--- src/rtl/lcm_counter_pkg.sv ---
package lcm_counter_pkg;
  typedef enum logic [1:0] {
    OP_HOLD = 2'd0,
    OP_INC  = 2'd1,
    OP_LOAD = 2'd2
  } cnt_op_e;
endpackage

--- src/rtl/lcm_cnt_ctrl.sv ---
module lcm_cnt_ctrl
  import lcm_counter_pkg::*;
(
  input  logic    en_i,
  input  logic    load_i,
  output cnt_op_e op_o
);
  // load overrides enable
  always_comb begin
    if (load_i)    op_o = OP_LOAD;
    else if (en_i) op_o = OP_INC;
    else           op_o = OP_HOLD;
  end
endmodule

--- src/rtl/lcm_cnt_core.sv ---
module lcm_cnt_core
  import lcm_counter_pkg::*;
#(
  parameter int unsigned WIDTH = 24
) (
  input  logic             clk_i,
  input  logic             rst_ni,
  input  cnt_op_e          op_i,
  input  logic [WIDTH-1:0] load_val_i,
  output logic [WIDTH-1:0] count_o
);
  localparam logic [WIDTH-1:0] ONE = WIDTH'(1);

  logic [WIDTH-1:0] cnt_q, cnt_d;

  always_comb begin
    unique case (op_i)
      OP_LOAD: cnt_d = load_val_i;
      OP_INC:  cnt_d = cnt_q + ONE; // wraps silently
      default: cnt_d = cnt_q;
    endcase
  end

  always_ff @(posedge clk_i or negedge rst_ni) begin
    if (!rst_ni) cnt_q <= '0;
    else         cnt_q <= cnt_d;
  end

  assign count_o = cnt_q;
endmodule

--- src/rtl/lcm_cmp_reg.sv ---
module lcm_cmp_reg #(
  parameter int unsigned WIDTH = 24
) (
  input  logic             clk_i,
  input  logic             rst_ni,
  input  logic [WIDTH-1:0] a_i,
  input  logic [WIDTH-1:0] b_i,
  output logic             eq_o
);
  logic eq_q;

  // both operands feed the compare every cycle
  always_ff @(posedge clk_i or negedge rst_ni) begin
    if (!rst_ni) eq_q <= 1'b0;
    else         eq_q <= (a_i == b_i);
  end

  assign eq_o = eq_q;
endmodule

--- src/rtl/lcm_counter.sv ---
module lcm_counter
  import lcm_counter_pkg::*;
#(
  parameter int unsigned WIDTH = 24
) (
  input  logic             clk_i,
  input  logic             rst_ni,
  input  logic             en_i,
  input  logic             load_i,
  input  logic [WIDTH-1:0] load_val_i,
  input  logic [WIDTH-1:0] cmp_val_i,
  output logic [WIDTH-1:0] count_o,
  output logic             match_o
);
  cnt_op_e          op;
  logic [WIDTH-1:0] cnt;

  lcm_cnt_ctrl u_ctrl (
    .en_i   (en_i),
    .load_i (load_i),
    .op_o   (op)
  );

  lcm_cnt_core #(.WIDTH(WIDTH)) u_core (
    .clk_i      (clk_i),
    .rst_ni     (rst_ni),
    .op_i       (op),
    .load_val_i (load_val_i),
    .count_o    (cnt)
  );

  lcm_cmp_reg #(.WIDTH(WIDTH)) u_cmp (
    .clk_i  (clk_i),
    .rst_ni (rst_ni),
    .a_i    (cnt),
    .b_i    (cmp_val_i),
    .eq_o   (match_o)
  );

  assign count_o = cnt;
endmodule

--- config.mk ---
export PLATFORM = sky130hd
export DESIGN_NAME = lcm_counter
export DESIGN_NICKNAME = d
export VERILOG_FILES = /design/src/rtl/lcm_counter_pkg.sv /design/src/rtl/lcm_cnt_ctrl.sv /design/src/rtl/lcm_cnt_core.sv /design/src/rtl/lcm_cmp_reg.sv /design/src/rtl/lcm_counter.sv
export SDC_FILE = /design/constraint.sdc
export NUM_CORES = 1
export LEC_CHECK = 0
export BUFFER_PORTS_ARGS = -buffer_cell sky130_fd_sc_hd__buf_4
export CORE_AREA = 2 2 64 66
export CTS_CLUSTER_DIAMETER = 50
export DETAILED_ROUTE_END_ITERATION = 12
export DIE_AREA = 0 0 66 68
export PLACE_DENSITY = 0.74
export SLEW_MARGIN = 5
export SYNTH_ARGS = -nofsm -noshare
export SYNTH_HDL_FRONTEND = slang
export SYNTH_SLANG_ARGS = --single-unit
export TNS_END_PERCENT = 50
--- constraint.sdc ---
create_clock -name clk_i -period 3.28 [get_ports clk_i]
set_input_delay 0.164 -clock clk_i [delete_from_list [all_inputs] [get_ports clk_i]]
set_output_delay 0.164 -clock clk_i [all_outputs]
set_load 0.01 [all_outputs]
Word-level counts from Yosys, hierarchy flattened. Index checks and enable logic that the tools add are counted.

Flip-flop bits (word level): 25. Input bits: 52. Output and inout bits: 25. Word-level logic and storage cells: 10.

Add/subtract/negate cells: 1. Eq/ne operators: 3. Muxes and demuxes: 3. Reduce and logical (&&, ||, !) cells: 1.

Operators with widths (number): one-hot mux 24 bit (2 select lines) (1); adder 24 x 1 -> 24 bit, second input constant (1); equality test 24 bit (1); equality test 2 x 1 -> 1 bit, second input constant (1); equality test 2 bit, second input constant (1); two-way mux 2 bit (1); nonzero test 2 bit (1); two-way mux 1 bit (1).

Depth between registers and ports, before layout. Gate-level depths: netlist of run 1.

Word-level depth: 4. Gate-level depth with buffers: 6. Depth with buffers taken out: 5.

Hierarchy. Synthesis of run 1 repeated with hierarchy kept, for this count alone.

Cells, all modules: 223. Area, all modules: 1998.2 um^2.

By module, submodules not included: lcm_cnt_core (times used 1, cells an instance 188, area an instance 1687.9 um^2); lcm_cmp_reg (times used 1, cells an instance 33, area an instance 289.0 um^2); lcm_cnt_ctrl (times used 1, cells an instance 2, area an instance 21.3 um^2).

Worst setup path after synthesis of run 1. No wires, ideal clock.

Path type: register to register. From: register u_core.cnt_q[6] (netlist: u_core.count_o[6]). To: register u_core.cnt_q[23] (netlist: u_core.count_o[23]). Arrival: 1865 ps. Data required time: 3198 ps. Path slack: 1333 ps. Cell stages (with the launch flop): 5. Cell sequence: dfrtp_1 > nand3_1 > or4_4 > or4_1 > a31oi_1.

Cells in the longest elaborated chain, start to end: 2.

RTL lines: start, declared (line lcm_cnt_core.sv:14) `logic [WIDTH-1:0] cnt_q, cnt_d;`; start signal, assigned (line lcm_cnt_core.sv:26) `else cnt_q <= cnt_d;`; adder 24 x 1 -> 24 bit (line lcm_cnt_core.sv:19) `OP_INC: cnt_d = cnt_q + ONE;`; one-hot mux 24 bit (2 select lines) (line lcm_cnt_core.sv:17) `unique case (op_i)`.

Every way passes these cells. A chain may end at the register's enable or synchronous reset.

Worst setup path in the final report of run 1. Same ends and word-level chain as after synthesis.

==> flow_summary_export.csv, run 1 <==
group,metric,value,unit
synth,synthMuxAreaShare,0.605,%
synth,synth_area_leaders,"dfrtp_1, xor2_1, xnor2_1",
synth,synthAdderAreaFrac,0.756,%
pwr,p_switching,0.000260,W
timing,finalCriticalPeriod,2.11,ns
cts,cts_root_buf,"clkbuf_8",
worst_setup_path,start_kind,"register",
die,dieArea,4490,um2
synth,synth_most_common_cell,"dfrtp_1",
die,die_h,68,um
worst_hold_path,worstHoldStart,"load_val_i[3]",
global_routing,grt_pass1_vias,1544,
drt,avgViaCountPerCell,5.30,
synth,synthSimpleGateAreaFrac,25.3,%
drt,drt_iter0_drc,82,
synth,synth_warnings,0,
drt,drc,0,
layout,final_nets,312,
pwr,power.share.clock,23.4,%
timing,worstMarginPinSlew,0.584,ns
layout,syn2layout_area_growth,38.4,%
worst_setup_path,worst_r2r_startpoint,"u_core.count_o[6]",
worst_setup_path,cpMaxStageDelayCell,"or4_4",
drt,wl_met1,2.02,mm
worst_setup_path,end_kind,"register",
place,portBuffers,76,
global_routing,grt_max_degree,28,
timing,finalCritPeriodShare,64.4,%
synth,synth_top_family_by_area,"simple AND/OR/NAND/NOR gates",
timing,fin_setup_tns,0,ns
synth,synth.yosys.seq_area_share,37.8,%
pwr,total_power,0.000810,W
pwr,pwr-share-seq,48.3,%
die,coreArea,3860,um2
timing,hold_viol,0,
timing,fmax,0.474,GHz
worst_setup_path,arrival,2.31,ns
timing,slew_viol_final,0,
place,dp_hpwl,3.48,mm
die,die_x,66,um
timing,fin_skew,0.00199,ns
drt,drtAntennaViolNets,0,
synth,synth_fp_nets,240,
pwr,leakage,0.973,nW
synth,ys_types,27,
cts,cts_buffer_depth,2,
global_routing,gr-usage-all-layers,21.0,%
cts,cts-resized-gates,0,
drt,dr.pass1.iters,4,
synth,ys_ff_latch,25,
cts,numCtsBuffers,3,
global_routing,gr-total-overflow,0,
worst_setup_path,critPathMaxStageDelay,0.66,ns
layout,final_layout_size_suffix_gt1_share,33.3,%
worst_hold_path,min_to,"u_core.count_o[3]",
cts,path_clk_slew,0.09,ns
drt,wl_per_cell,14.3,um
die,pin_count,77,
cts,tritoncts,"built",
global_routing,grt_pass1_wl,7.11,mm
worst_hold_path,hold_depth,3,
drt,top_layer,"met4",
synth,synth-xor-area-share,19.1,%
synth,netlist_area,1650,um2
run,maxCapViolations,0,
worst_setup_path,cp_cell_sequence,"nand3_1, or4_4, or4_1, a31oi_1",
synth,syn_avg_cell_area,8.85,um2
worst_setup_path,critPathRequiredTime,3.48,ns
pwr,combPwrFrac,28.3,%
global_routing,antenna_found_initial,0,
worst_setup_path,rr_worst_depth,4,
cts,numClockSinks,25,
place,place.gp.congestion,0.828,
drt,wl_met3,363,um
drt,drt-total-wl,4.42,mm
worst_setup_path,crit_type,"reg -> reg",
synth,synth_top_area_share,37.8,%
worst_hold_path,holdCritPathClass,"in -> reg",
timing,rsz0062_at_grt,"false",
synth,synth_compound_area_share,12.5,%
pwr,ir_drop,0.000254,V
outcome,status,"complete, no violations",
synth,synth-edff-count,0,
worst_setup_path,reg2reg_slack,1.17,ns
synth,synth_common_cells,"dfrtp_1, xor2_1, nand2_1",
timing,slew_headroom,61.0,%
pwr,p_int,0.000551,W
synth,async_flop_share,100,%
synth,yosysTopAreaCell,"dfrtp_1",
worst_setup_path,path_max_fanout,16,
die,start_util,42.9,%
synth,postSynthCellCount,187,
layout,insertedDiodeCount,0,
drt,wl_met2,1.98,mm
pwr,switching_share,32.0,%
synth,ys.flop_type,"dfrtp_1",
cts,htreeDepth,1,
die,row_count,23,
timing,setup_viol,0,
drt,vias,1631,
pwr,power.density,354,nW/um2
worst_setup_path,r2r-end,"u_core.count_o[23]",
cts,clock_latency,0.27,ns
-- stage by stage --
step	setup slack, ns	hold slack, ns	cell area [um2]	cells	utilization (%)
5_1_grt	1.06	0.0952	2290	308	59.3
2_1_floorplan	1.33	-0.132	1650	187	-
6_report	1.17	0.0891	2290	308	59.3
3_5_place_dp	1.19	0.0898	2230	303	57.9
3_3_place_gp	1.26	0.0881	2230	303	57.9
4_1_cts	1.17	0.0895	2290	308	59.3
-- flip-flops by register name (all words and copies together) (netlist names) --
| name | count |
|---|---|
| u_core.count_o | 24 |
| u_cmp.eq_o | 1 |
-- power groups by stage --
stage                     combinational, W  clock [W]  sequential (W)
after floorplan                   0.000102          0        0.000396
after global placement            0.000230          0        0.000393
after detailed placement          0.000230          0        0.000396
after CTS                         0.000232   0.000191        0.000390
after global routing              0.000255   0.000208        0.000397
final                             0.000229   0.000190        0.000391
-- kinds of logic after synthesis --
| kind of cell | Yosys count |
|---|---|
| simple gates | 76 |
| xor+xnor | 36 |
| fa+ha+maj | 1 |
| mux | 1 |
| compound gates | 35 |
| flops | 25 |
| buf+inv | 13 |
-- metal layers --
metal | track usage, % | vias to the layer above
met5 | 0 | -
met4 | 7.14 | 0
met3 | 3.95 | 7
met2 | 33.6 | 68
met1 | 28.8 | 734
li1 | - | 822
-- area by class of cell --
class | count | area [um2]
timing repair buffer | 77 | 581
tap | 50 | 62.6
sequential | 25 | 626
fill | 392 | 1570
clock buffer | 4 | 45.0
multi-input combinational | 149 | 963
inverter | 3 | 11.3
-- repair_timing --
item | CTS | global route
buffers inserted | 0 | 0
endpoints found under the hold margin | 25 | 0
endpoints found under the setup margin | 0 | 0
hold buffers | 1 | 0
-- worst max-delay path by stage --
stage / to / startpoint
after floorplan: u_core.count_o[23] / u_core.count_o[6]
after global placement: u_core.count_o[23] / u_core.count_o[6]
after detailed placement: u_core.count_o[23] / u_core.count_o[6]
after CTS: u_core.count_o[23] / u_core.count_o[6]
after global routing: u_core.count_o[23] / u_core.count_o[6]
final: u_core.count_o[23] / u_core.count_o[6]
-- placed cells by master, fill, tap and decap left out, types with 2 or more instances in the layout --
master	instances
nand2_1	20
nor2_1	12
o31ai_1	7
xnor2_1	15
and3_1	2
or3_2	3
a31oi_1	11
xor2_1	21
nand4_1	10
nand3_1	6
or3_1	2
clkbuf_8	3
o21ai_0	17
dfrtp_1	25
buf_4	76
inv_1	3
nor3_1	2
nor4_1	7
or4_1	7
-- worst max-delay path, delay by kind of cell, from the launching register on --
| family | cells | cell delay [ns] |
|---|---|---|
| AO/OA/AOI/OAI | 1 | 0.16 |
| flip-flops | 1 | 0.47 |
| AND/OR/NAND/NOR | 3 | 1.40 |
Note: power is estimated with default switching activity, not from simulation.
==> inputs of run 2 (changes only) <==
==> constraint.sdc (replaced) <==
create_clock -name clk_i -period 2.2 [get_ports clk_i]
set_input_delay 0.11 -clock clk_i [delete_from_list [all_inputs] [get_ports clk_i]]
set_output_delay 0.11 -clock clk_i [all_outputs]
set_load 0.01 [all_outputs]
==> run 2 against run 1 <==
Compared with the run above:
- die area unchanged
- final area increased by 1.3%
- flip-flop and latch count unchanged
- global-route usage increased by 0.44 points
- via count increased by 2.7%
==> flow_summary_export.csv, run 2 (same netlist as run 1, synthesis figures left out) <==
group,metric,value,unit
drt,vias,1675,
place,place.gp.congestion,0.821,
pwr,power.share.clock,23.0,%
worst_setup_path,cp_cell_sequence,"nand3_4, or4_4, or4_1, a31oi_1",
global_routing,grt_max_degree,28,
place,placed_area,2260,um2
cts,cts_root_buf,"clkbuf_8",
die,row_count,23,
worst_setup_path,critPathRequiredTime,2.40,ns
drt,wl_per_cell,14.7,um
timing,worstMarginPinSlew,0.572,ns
global_routing,gr-usage-all-layers,21.5,%
cts,numClockSinks,25,
worst_setup_path,path_max_fanout,16,
worst_setup_path,crit_type,"reg -> reg",
worst_setup_path,arrival,2.25,ns
global_routing,grt_util_met2,35.5,%
layout,syn2layout_area_growth,40.2,%
cts,path_clk_slew,0.09,ns
layout,design_area,2320,um2
die,die_h,68,um
timing,fmax,0.489,GHz
drt,avgViaCountPerCell,5.37,
drt,dr.pass1.iters,4,
cts,htreeDepth,1,
layout,final_layout_size_suffix_gt1_share,34.4,%
layout,final_nets,316,
timing,rsz0062_at_grt,"false",
outcome,status,"complete, no violations",
drt,drc,0,
die,die_x,66,um
layout,multi_input_area,963,um2
layout,final_common_cell,"buf_4",
layout,insertedDiodeCount,0,
global_routing,met1_usage,29.4,%
layout,most-common-layout-cells,"buf_4, dfrtp_1, xor2_1, nand2_1, o21ai_0",
worst_setup_path,cpMaxStageDelayCell,"or4_4",
worst_hold_path,holdCritPathClass,"in -> reg",
pwr,p_int,0.000829,W
pwr,power.density,525,nW/um2
cts,clock_latency,0.27,ns
timing,finalCriticalPeriod,2.05,ns
cts,cts_buffer_depth,2,
cts,post-cts-setup-buffers,0,
place,dp_hpwl,3.56,mm
pwr,p_switching,0.000389,W
timing,finalCritPeriodShare,93.0,%
timing,fin_skew,0.00300,ns
layout,fill_cells,356,
die,dieArea,4490,um2
worst_setup_path,end_kind,"register",
pwr,leakage,0.992,nW
die,start_util,42.9,%
worst_setup_path,start_kind,"register",
timing,fin_setup_tns,0,ns
layout,seq_area,626,um2
global_routing,gr-total-overflow,0,
place,portBuffers,76,
global_routing,top_usage_layer,"met2",
drt,drt-total-wl,4.57,mm
cts,numCtsBuffers,3,
global_routing,grt_pass1_wl,7.31,mm
drt,drtAntennaViolNets,0,
drt,drt_iter0_drc,60,
pwr,combPwrFrac,29.7,%
pwr,pwr-share-seq,47.2,%
run,maxCapViolations,0,
layout,largest_reg_flops,24,
pwr,switching_share,31.9,%
timing,setup_viol,0,
timing,slew_viol_final,0,
global_routing,met3_usage,4.11,%
die,coreArea,3860,um2
die,pin_count,77,
timing,slew_headroom,61.8,%
cts,tritoncts,"built",
global_routing,antenna_found_initial,0,
worst_setup_path,critPathMaxStageDelay,0.66,ns
pwr,ir_drop,0.000290,V
timing,hold_viol,0,
global_routing,grt_pass1_vias,1545,
## run 2: cell count changes in the layout (fill, tap and decap cells not counted)
cell and delta:
buf_4 +4
## run 2: final timing paths
kind / to / from / slack (ns) / cells after the start
hold / removal: u_core.count_o[1] / load_val_i[1] / 0.04 / 3
max in group asynchronous: u_core.count_o[3] / rst_ni / 1.66 / 2
setup / recovery: u_core.count_o[23] / u_core.count_o[4] / 0.15 / 4
hold reg to reg: u_core.count_o[23] / u_core.count_o[23] / 0.63 / 2
setup reg to reg: u_core.count_o[23] / u_core.count_o[4] / 0.15 / 4
min in group asynchronous: u_core.count_o[21] / rst_ni / 0.28 / 2
## run 2: what timing repair did
item / 4_1_cts / 5_1_grt
gates resized for setup: 0 / 0
setup endpoints to repair: 0 / 0
hold buffers: 1 / 0
hold endpoints to repair: 25 / 0
## run 2: critical path, delay by kind of cell (launching register included)
kind | cells | cell delay [ns]
flops | 1 | 0.49
compound gates | 1 | 0.17
simple gates | 3 | 1.32
## run 2: through the flow
| stage | utilization, % | cells | setup slack, ns | power (W) | hold WS (ns) |
|---|---|---|---|---|---|
| 2_1_floorplan | - | 187 | 0.253 | 0.000742 | -0.186 |
| 3_3_place_gp | 58.7 | 307 | 0.213 | 0.000937 | 0.0352 |
| 3_5_place_dp | 58.7 | 307 | 0.176 | 0.000946 | 0.0396 |
| 4_1_cts | 60.1 | 312 | 0.158 | 0.00123 | 0.0347 |
| 5_1_grt | 60.1 | 312 | 0.0254 | 0.00129 | 0.0524 |
| 6_report | 60.1 | 312 | 0.153 | 0.00122 | 0.0388 |
## run 2: area by class of cell
class / count / share of cell area (%)
Inverter: 3 / 0.486
Timing Repair Buffer: 81 / 26.3
Clock buffer: 4 / 1.94
Tap cell: 50 / 2.70
Multi-Input combinational cell: 149 / 41.6
Sequential cell: 25 / 27.0
## run 2: per-layer routing
layer | part of all wire [%] | wire length [um]
met1 | 44 | 2020
met2 | 47 | 2150
met3 | 8.0 | 367
met4 | 0.74 | 34
met5 | 0 | 0
## run 2: power by group through the flow
stage	clock network [W]	logic [W]	registers [W]
floorplan	0	0.000151	0.000591
global placement	0	0.000358	0.000580
detailed placement	0	0.000362	0.000584
CTS	0.000289	0.000365	0.000575
global route	0.000304	0.000400	0.000585
finish	0.000280	0.000362	0.000575
